### src/rtl/vmul_pkg.sv
package vmul_pkg;
    localparam int DATA_W  = 32;
    localparam int HALF_W  = DATA_W / 2;
    localparam int RADDR_W = 7;
    localparam int CNT_W   = 4;
    localparam int PROD_W  = DATA_W + HALF_W;
    localparam int ACC_W   = PROD_W + CNT_W + 4;
    localparam logic [RADDR_W-1:0] SCALAR_REG = RADDR_W'(1);

    typedef enum logic [1:0] {
        MD_MUL  = 2'd0,
        MD_DOT  = 2'd1,
        MD_SAXP = 2'd2,
        MD_BAD  = 2'd3
    } vmode_e;

    typedef enum logic [1:0] {
        ST_IDLE   = 2'd0,
        ST_SCALAR = 2'd1,
        ST_RUN    = 2'd2,
        ST_DOTWB  = 2'd3
    } seq_state_e;

    typedef struct packed {
        logic               wide;
        logic [1:0]         shsel;
        logic               rnd;
        vmode_e             mode;
        logic [CNT_W-1:0]   cnt;
        logic [RADDR_W-1:0] ra;
        logic [RADDR_W-1:0] rd;
        logic [RADDR_W-1:0] rb;
    } vinsn_t;

    // Optional half-LSB rounding, then arithmetic shift by 0, 8 or 16.
    function automatic logic [DATA_W-1:0] fx_scale(
        input logic signed [ACC_W-1:0] v,
        input logic [1:0]              shsel,
        input logic                    rnd
    );
        logic signed [ACC_W-1:0] t;
        t = v;
        unique case (shsel)
            2'd1: begin
                if (rnd) t = t + ACC_W'(128);
                t = t >>> 8;
            end
            2'd2: begin
                if (rnd) t = t + ACC_W'(32768);
                t = t >>> 16;
            end
            default: ;
        endcase
        return t[DATA_W-1:0];
    endfunction
endpackage

### src/rtl/vmul_decode.sv
module vmul_decode
    import vmul_pkg::*;
(
    input  logic [DATA_W-1:0] word,
    output vinsn_t            fields,
    output logic              legal
);
    always_comb begin
        fields.wide  = word[30];
        fields.shsel = word[29:28];
        fields.cnt   = word[27:24];
        fields.rnd   = word[23];
        fields.mode  = vmode_e'(word[22:21]);
        fields.ra    = word[20:14];
        fields.rd    = word[13:7];
        fields.rb    = word[6:0];
        legal = !word[31] && (word[29:28] != 2'd3) && (word[22:21] != 2'd3);
    end
endmodule

### src/rtl/vmul_arith.sv
module vmul_arith
    import vmul_pkg::*;
(
    input  vinsn_t                   ins,
    input  logic [DATA_W-1:0]        a_val,
    input  logic [DATA_W-1:0]        b_val,
    input  logic [HALF_W-1:0]        s_val,
    input  logic signed [ACC_W-1:0]  acc,
    output logic signed [ACC_W-1:0]  prod,
    output logic [DATA_W-1:0]        elem_res,
    output logic [DATA_W-1:0]        dot_res
);
    logic [DATA_W-1:0]        a_op;
    logic [HALF_W-1:0]        m_op;
    logic signed [PROD_W-1:0] ax, mx, p;

    always_comb begin
        a_op = ins.wide ? a_val : {{HALF_W{a_val[HALF_W-1]}}, a_val[HALF_W-1:0]};
        m_op = (ins.mode == MD_SAXP) ? s_val : b_val[HALF_W-1:0];
        ax   = {{(PROD_W-DATA_W){a_op[DATA_W-1]}}, a_op};
        mx   = {{(PROD_W-HALF_W){m_op[HALF_W-1]}}, m_op};
        p    = ax * mx;
        prod = {{(ACC_W-PROD_W){p[PROD_W-1]}}, p};
        elem_res = fx_scale(prod, ins.shsel, ins.rnd)
                 + ((ins.mode == MD_SAXP) ? b_val : '0);
        dot_res  = fx_scale(acc, ins.shsel, ins.rnd);
    end
endmodule

### src/rtl/vmul_seq.sv
module vmul_seq
    import vmul_pkg::*;
(
    input  logic             clk,
    input  logic             rst_n,
    input  logic             start,
    input  vmode_e           start_mode,
    input  vmode_e           cur_mode,
    input  logic [CNT_W-1:0] cur_cnt,
    output seq_state_e       state,
    output logic [CNT_W-1:0] idx
);
    seq_state_e nxt;

    always_ff @(posedge clk) begin
        if (!rst_n) state <= ST_IDLE;
        else        state <= nxt;
    end

    always_ff @(posedge clk) begin
        if (!rst_n || start)                     idx <= '0;
        else if (state == ST_RUN && idx != cur_cnt) idx <= idx + 1'b1;
    end

    always_comb begin
        nxt = state;
        unique case (state)
            ST_IDLE:   if (start) nxt = (start_mode == MD_SAXP) ? ST_SCALAR : ST_RUN;
            ST_SCALAR: nxt = ST_RUN;
            ST_RUN:    if (idx == cur_cnt) nxt = (cur_mode == MD_DOT) ? ST_DOTWB : ST_IDLE;
            ST_DOTWB:  nxt = ST_IDLE;
            default:   nxt = ST_IDLE;
        endcase
    end
endmodule

### src/rtl/vmul_unit.sv
module vmul_unit
    import vmul_pkg::*;
(
    input  logic               clk,
    input  logic               rst_n,
    input  logic               insn_valid,
    input  logic [DATA_W-1:0]  insn_word,
    output logic               insn_ready,
    output logic               busy,
    output logic [RADDR_W-1:0] rd_a_addr,
    input  logic [DATA_W-1:0]  rd_a_data,
    output logic [RADDR_W-1:0] rd_b_addr,
    input  logic [DATA_W-1:0]  rd_b_data,
    output logic               wr_en,
    output logic [RADDR_W-1:0] wr_addr,
    output logic [DATA_W-1:0]  wr_data
);
    vinsn_t                  dec_f, cur;
    logic                    dec_legal, accept;
    seq_state_e              state;
    logic [CNT_W-1:0]        idx;
    logic [HALF_W-1:0]       s_reg;
    logic signed [ACC_W-1:0] acc, prod;
    logic [DATA_W-1:0]       a_eff, b_eff, elem_res, dot_res;

    vmul_decode u_dec (.word(insn_word), .fields(dec_f), .legal(dec_legal));

    vmul_seq u_seq (
        .clk(clk), .rst_n(rst_n), .start(accept), .start_mode(dec_f.mode),
        .cur_mode(cur.mode), .cur_cnt(cur.cnt), .state(state), .idx(idx)
    );

    vmul_arith u_arith (
        .ins(cur), .a_val(a_eff), .b_val(b_eff), .s_val(s_reg), .acc(acc),
        .prod(prod), .elem_res(elem_res), .dot_res(dot_res)
    );

    assign accept = insn_valid && !busy && dec_legal;

    always_ff @(posedge clk) begin
        if (!rst_n) begin
            cur   <= '0;
            s_reg <= '0;
            acc   <= '0;
        end else begin
            if (accept) begin
                cur <= dec_f;
                acc <= '0;
            end
            if (state == ST_SCALAR) s_reg <= a_eff[HALF_W-1:0];
            if (state == ST_RUN && cur.mode == MD_DOT) acc <= acc + prod;
        end
    end

    always_comb begin
        busy       = (state != ST_IDLE);
        insn_ready = !busy;
        rd_a_addr  = (state == ST_SCALAR) ? SCALAR_REG : cur.ra + RADDR_W'(idx);
        rd_b_addr  = cur.rb + RADDR_W'(idx);
        a_eff      = (rd_a_addr == '0) ? '0 : rd_a_data;
        b_eff      = (rd_b_addr == '0) ? '0 : rd_b_data;
        wr_en      = (state == ST_RUN && cur.mode != MD_DOT) || (state == ST_DOTWB);
        wr_addr    = (state == ST_DOTWB) ? cur.rd : cur.rd + RADDR_W'(idx);
        wr_data    = (state == ST_DOTWB) ? dot_res : elem_res;
    end
endmodule

### config.mk
export PLATFORM = sky130hd
export DESIGN_NAME = vmul_unit
export DESIGN_NICKNAME = d
export VERILOG_FILES = /design/src/rtl/vmul_pkg.sv /design/src/rtl/vmul_decode.sv /design/src/rtl/vmul_arith.sv /design/src/rtl/vmul_seq.sv /design/src/rtl/vmul_unit.sv
export SDC_FILE = /design/constraint.sdc
export NUM_CORES = 2
export LEC_CHECK = 0
export BUFFER_PORTS_ARGS = -buffer_cell sky130_fd_sc_hd__clkbuf_2
export CORE_ASPECT_RATIO = 2
export CORE_MARGIN = 1.5
export CORE_UTILIZATION = 65
export DETAILED_ROUTE_END_ITERATION = 12
export PLACE_DENSITY = 0.84
export SKIP_LAST_GASP = 1
export SYNTH_ARGS = -nofsm -noshare
export SYNTH_HDL_FRONTEND = slang
export SYNTH_SLANG_ARGS = --single-unit
export TNS_END_PERCENT = 30
### constraint.sdc
create_clock -name clk -period 17 [get_ports clk]
set_input_delay 0 -clock clk [delete_from_list [all_inputs] [get_ports clk]]
set_output_delay 0 -clock clk [all_outputs]
set_load 0.02 [all_outputs]
==> Word-level counts from Yosys, hierarchy flattened <==
Index checks and enable logic that the tools add are counted.
W data, S select, Z words.
{ "word_totals": {"wordCells": 77, "register_bits": 109} }
{ "op_classes": {"n_mul": 1, "reduce_logical": 18, "n_addsub": 10, "n_mux": 21, "n_eq_ne": 15} }
{ "ops": {"columns": ["cell", "count"], "rows": [
  ["$mux W32", 5],
  ["$pmux W32 S2", 2],
  ["$mux W56", 2],
  ["$add A48 B17 Y48 const B", 2],
  ["$mux W48", 2],
  ["$add A40 B9 Y40 const B", 2],
  ["$mux W40", 2],
  ["$add A56 B48 Y56", 1],
  ["$mul A32 B16 Y48", 1],
  ["$add A32 B32 Y32", 1],
  ["$add A7 B4 Y7", 3],
  ["$mux W16", 1],
  ["$logic_not A7 Y1", 2],
  ["$mux W7", 2],
  ["$eq A2 B2 Y1 const B", 5],
  ["$mux W2", 4],
  ["$pmux W2 S4", 1],
  ["$logic_and A1 B1 Y1", 7],
  ["$eq A2 B1 Y1 const B", 3],
  ["$ne A2 B1 Y1 const B", 3],
  ["$add A4 B1 Y4 const B", 1],
  ["$eq A4 B4 Y1", 1],
  ["$ne A2 B2 Y1 const B", 2],
  ["$ne A4 B4 Y1", 1],
  ["5 further kinds", 9]
]} }

==> Depth between registers and ports, before layout <==
{ "logic_depth": {"word_depth": 11, "depth_mapped": 55} }

==> Modules after synthesis <==
From an unflattened synthesis, not the netlist that was laid out.
{ "hier_totals": {"cells_unflattened": 4313, "hier_area_um2": 33717.3} }
{ "modules_own_cells": {"columns": ["mod", "area_per_inst_um2", "instances", "cells_per_inst"], "rows": [
  ["vmul_arith", 24795.0, 1, 3147],
  ["vmul_unit", 8318.0, 1, 1094],
  ["vmul_seq", 356.6, 1, 40],
  ["vmul_decode", 247.7, 1, 32]
]} }

==> Least setup slack after synthesis <==
OpenSTA, ideal clock, no wires.
{ "synth_path": {"path_kind": "reg-to-output", "from": "register u_seq.idx[0]", "to": "output wr_data[31]", "required_time_ps": 17000, "arrival_time_ps": 13281, "slack_ps": 3719, "path_buffers": 2, "stages_incl_launch_ff": 49, "path_cell_list": "dfxtp_1 > ha_1 > inv_1 > fa_1 > nor2b_1 > o21ai_1 > nand2_1 > xor2_1 > or4_1 > nor4_1 > clkbuf_1 > o21a_1 > clkbuf_1 > nor2_1 > fa_1 > inv_1 > fa_1 > fa_1 > (+13 left out) > ha_1 > and4_1 > nand4_1 > nor4_1 > xnor2_1 > a221oi_1 > nor2_1 > ha_1 > nand4_1 > or3_1 > or2_2 > o221ai_1 > o41ai_1 > o31ai_1 > mux2_2 > a2111oi_0 > or4b_1 > o211a_1"} }
{ "synth_via": {"word_cells_on_any_way": 18, "cone_classes": "add/sub: 5; mul: 1; mux: 10; reduce/logical: 2"} }
{ "synth_lines": {"columns": ["element", "line", "rtl"], "rows": [
  ["start, declared", "vmul_seq.sv:11", "output logic [CNT_W-1:0] idx"],
  ["start signal, assigned", "vmul_seq.sv:22", "else if (state == ST_RUN && idx != cur_cnt) idx <= idx + 1'b1;"],
  ["$add A7 B4 Y7 *", "vmul_unit.sv:59", "rd_b_addr = cur.rb + RADDR_W'(idx);"],
  ["via rd_b_addr[4]", "vmul_unit.sv:12", "output logic [RADDR_W-1:0] rd_b_addr,"],
  ["$logic_not A7 Y1 *", "vmul_unit.sv:61", "b_eff = (rd_b_addr == '0) ? '0 : rd_b_data;"],
  ["$mux W32 *", "vmul_unit.sv:61", null],
  ["$mux W16", "vmul_arith.sv:19", "m_op = (ins.mode == MD_SAXP) ? s_val : b_val[HALF_W-1:0];"],
  ["$mul A32 B16 Y48", "vmul_arith.sv:22", "p = ax * mx;"],
  ["$add A48 B17 Y48 / $add A40 B9 Y40 (equally long branches)", "vmul_pkg.sv:49, vmul_pkg.sv:45", null],
  ["$mux W48 / $mux W40 (equally long branches)", "vmul_pkg.sv:49, vmul_pkg.sv:45", null],
  ["$pmux W32 S2", "vmul_pkg.sv:43", "unique case (shsel)"],
  ["$add A32 B32 Y32 *", "vmul_arith.sv:25", "+ ((ins.mode == MD_SAXP) ? b_val : '0);"],
  ["$mux W32 *", "vmul_unit.sv:64", "wr_data = (state == ST_DOTWB) ? dot_res : elem_res;"],
  ["end, declared", "vmul_unit.sv:16", "output logic [DATA_W-1:0] wr_data"]
]} }
Mark *: on every way through the listed nets, which the timed path passes. The rest lies on a longest branch.

==> Worst setup path in the final report <==
{ "layout_path": {"from": "register u_seq.idx[0]", "to": "output wr_data[31]"} }
{ "layout_via": {"elab_chain_cells": 11, "word_cells_on_any_way": 18, "cone_classes": "add/sub: 5; mul: 1; mux: 10; reduce/logical: 2"} }
{ "layout_rtl": {"columns": ["element", "line", "rtl"], "rows": [
  ["$add A7 B4 Y7", "vmul_unit.sv:58", "rd_a_addr = (state == ST_SCALAR) ? SCALAR_REG : cur.ra + RADDR_W'(idx);"],
  ["$mux W7", "vmul_unit.sv:58", null],
  ["$logic_not A7 Y1", "vmul_unit.sv:60", "a_eff = (rd_a_addr == '0) ? '0 : rd_a_data;"],
  ["$mux W32", "vmul_unit.sv:60", null],
  ["$mux W32", "vmul_arith.sv:18", "a_op = ins.wide ? a_val : {{HALF_W{a_val[HALF_W-1]}}, a_val[HALF_W-1:0]};"],
  ["$mul A32 B16 Y48", "vmul_arith.sv:22", null],
  ["$add A48 B17 Y48 / $add A40 B9 Y40 (equally long branches)", "vmul_pkg.sv:49, vmul_pkg.sv:45", null],
  ["$mux W48 / $mux W40 (equally long branches)", "vmul_pkg.sv:49, vmul_pkg.sv:45", null],
  ["$pmux W32 S2", "vmul_pkg.sv:43", null],
  ["$add A32 B32 Y32 *", "vmul_arith.sv:25", null],
  ["$mux W32 *", "vmul_unit.sv:64", null]
]} }
Mark *: on every way between the ends. The rest lies on a longest branch, timed or not.

==> impl_metrics.tcl <==
set metrics [dict create \
    worstSetupPathType "reg -> out" \
    critPathArrivalTime_ns 16.19 \
    wl_per_cell_um 22.9 \
    die-area_um2 49100 \
    portBuffers 154 \
    die_w_um 158 \
    area_delta_synth_final_pct 6.15 \
    fin_area_um2 32900 \
    cp-startpoint "u_seq.idx[0]" \
    fin_crit_sh_pct 95.2 \
    overflow 0 \
    endpoint "wr_data[31]" \
    rr_worst_depth 38 \
    yosysTopAreaCell "fa_1" \
    ir_drop_uv 121 \
    grt_pass1_wl_um 171000 \
    cp_max_fo 56 \
    critPathMaxStageDelay_ns 1.04 \
    hold_ws_ns 0.0957 \
    synth_area_um2 31000 \
    slowest_stage "or4_2" \
    ys.flop_type "dfxtp_1" \
    finClkSkew_ns 0.0183 \
    drt_iter0_drc 2508 \
    vias 29940 \
    path_delay_family "adder cells" \
    htree_levels 3 \
    power_mw 4.00 \
    hpwl_um 84400 \
    antenna_found_initial 3 \
    timing.slew.headroom_pct 4.37 \
    cts_sinks 101 \
    synth_nets 4839 \
    clockBufferDepth 2 \
    tightest_slew_ns 1.43 \
    seq_area_frac_synth_pct 6.52 \
    clk-insertion-delay-late_ns 0.41 \
    crit_buf_inv 5 \
    fmax_mhz 61.8 \
    initial_core_util_pct 65.5 \
    grt_usage_pct 46.4 \
    largest_register_ffs 48 \
    synth_edf_count 0 \
    ant_nets 0 \
    cts.clk_slew.worst_paths_ns 0.09 \
    nets 4891 \
    tns_ns 0 \
    yosysUniqueCellTypes 89 \
    clockRootBuffer "clkbuf_16" \
    maxCapViolations 0 \
    cts_tree "done" \
    setup_viol 0 \
    worstHoldPathType "in -> reg" \
    drc_errors 0 \
    cts_setup_buffers 0 \
    critical_path.startpoint_type "register" \
    power_density_nw_per_um2 121 \
    synthTopCellsByArea "fa_1, ha_1, inv_1, nand2_1, dfxtp_1" \
    rsz0062_at_grt "no" \
    synth-async-reset-ratio_pct 0 \
    critPathRequiredTime_ns 17.00 \
    drive_gt1_share_pct 6.42 \
    maxSlewViolCount 0 \
    post-route-min-period_ns 16.19 \
    rows 113 \
    cp.depth 46 \
    cts_buffers 9 \
    die_h_um 312 \
    io_pins 155 \
    avgViaCountPerCell 6.33 \
    leakagePower_nw 15.4 \
    layout_common_cells "inv_1, nand2_1, fa_1" \
    synth-seq-cells 101 \
    wl_um 108000 \
    reg2reg_from "u_seq.idx[0]" \
    endpoint_kind "output pin" \
    placed_area_um2 32300 \
    r2r-end "acc[47]" \
    status "finished, final reports clean" \
    hold_viol 0 \
    synth_top_area_share_pct 31.7 \
    synth_area_per_cell_um2 7.69 \
    regToRegSetupSlack_ns 3.51 \
    ys.warnings.count 0 \
    place_congestion 1.06 \
    synthCells 4038 \
    mostFrequentLayoutCell "inv_1" \
    core_area_um2 47400 \
    cpMostUsedCell "fa_1" \
    grt_pass1_vias 31332 \
    dr.pass1.iters 8 \
    grt_max_degree 69 \
]
## synth_stat cells (77+ instances only)
library cell / instances
fa_1: 491
o21ai_0: 139
dfxtp_1: 101
a21oi_1: 165
and2_1: 79
ha_1: 211
xnor2_1: 160
nand2_1: 614
xor2_1: 77
inv_1: 650
nor2_1: 379
clkbuf_1: 181
## per-stage QoR
stage / cells / setup slack [ns] / util (%)
2_1_floorplan: 4038 / 3.72 / -
3_3_place_gp: 4679 / 1.95 / 68.1
3_5_place_dp: 4679 / 1.59 / 68.1
4_1_cts: 4726 / 1.09 / 69.5
5_1_grt: 4728 / 0.185 / 69.5
6_report: 4729 / 0.815 / 69.5
## where the power goes
part | switching, mW | internal, mW | total, mW
registers | 0.00756 | 0.242 | 0.250
clock network | 0.134 | 0.110 | 0.244
logic | 2.27 | 1.23 | 3.50
total | 2.41 | 1.59 | 4.00
## cells by family after synthesis
group / Yosys count / share of synthesized area (%)
AND/OR/NAND/NOR: 1428 / 20.7
buffers and inverters: 845 / 10.3
AO/OA/AOI/OAI: 714 / 15.3
adder cells (fa/ha/maj): 702 / 40.2
XOR/XNOR: 237 / 6.69
flip-flops: 101 / 6.52
multiplexers: 11 / 0.363
## area by class of cell
class                           count  area [µm²]
Clock buffer                        9         225
Inverter                          652        2450
Tap cell                          632         791
Timing Repair Buffer              234        1460
Multi-Input combinational cell   3092       25900
Sequential cell                   101        2020
Fill cell                        3954       14400
Antenna cell                        2        5.00
Clock inverter                      7         104
## how the worst min path moves through the flow
stage / from / endpoint / cells past startpoint / slack (ns)
6_report: rst_n / u_seq.state[1] / 3 / 0.1
5_1_grt: rst_n / u_seq.state[1] / 3 / 0.10
4_1_cts: rst_n / u_seq.state[1] / 3 / 0.08
3_5_place_dp: insn_word[5] / cur[5] / 3 / 0.24
3_3_place_gp: insn_word[25] / cur[22] / 3 / 0.24
2_1_floorplan: insn_word[0] / cur[0] / 2 / 0.14
## what timing repair did
| action | in CTS | in global routing |
|---|---|---|
| hold buffers | 31 | 0 |
| endpoints found under the hold margin | 32 | 0 |
| endpoints found under the setup margin | 0 | 1 |
| resized for setup | 0 | 1 |
## per-layer routing
layer	GRT usage [%]	vias up	part of all wire, %
met5	0	-	0.012
met2	74.9	1814	47
met3	14.4	743	9.8
met1	46.4	14305	31
met4	44.4	2	12
li1	-	13076	-
## tightest hold or removal path: stages
cell	delay [ns]
clkbuf_2	0.08
buf_4	0.24
o21a_1	0.14
Power figures use the tool's default switching activity.
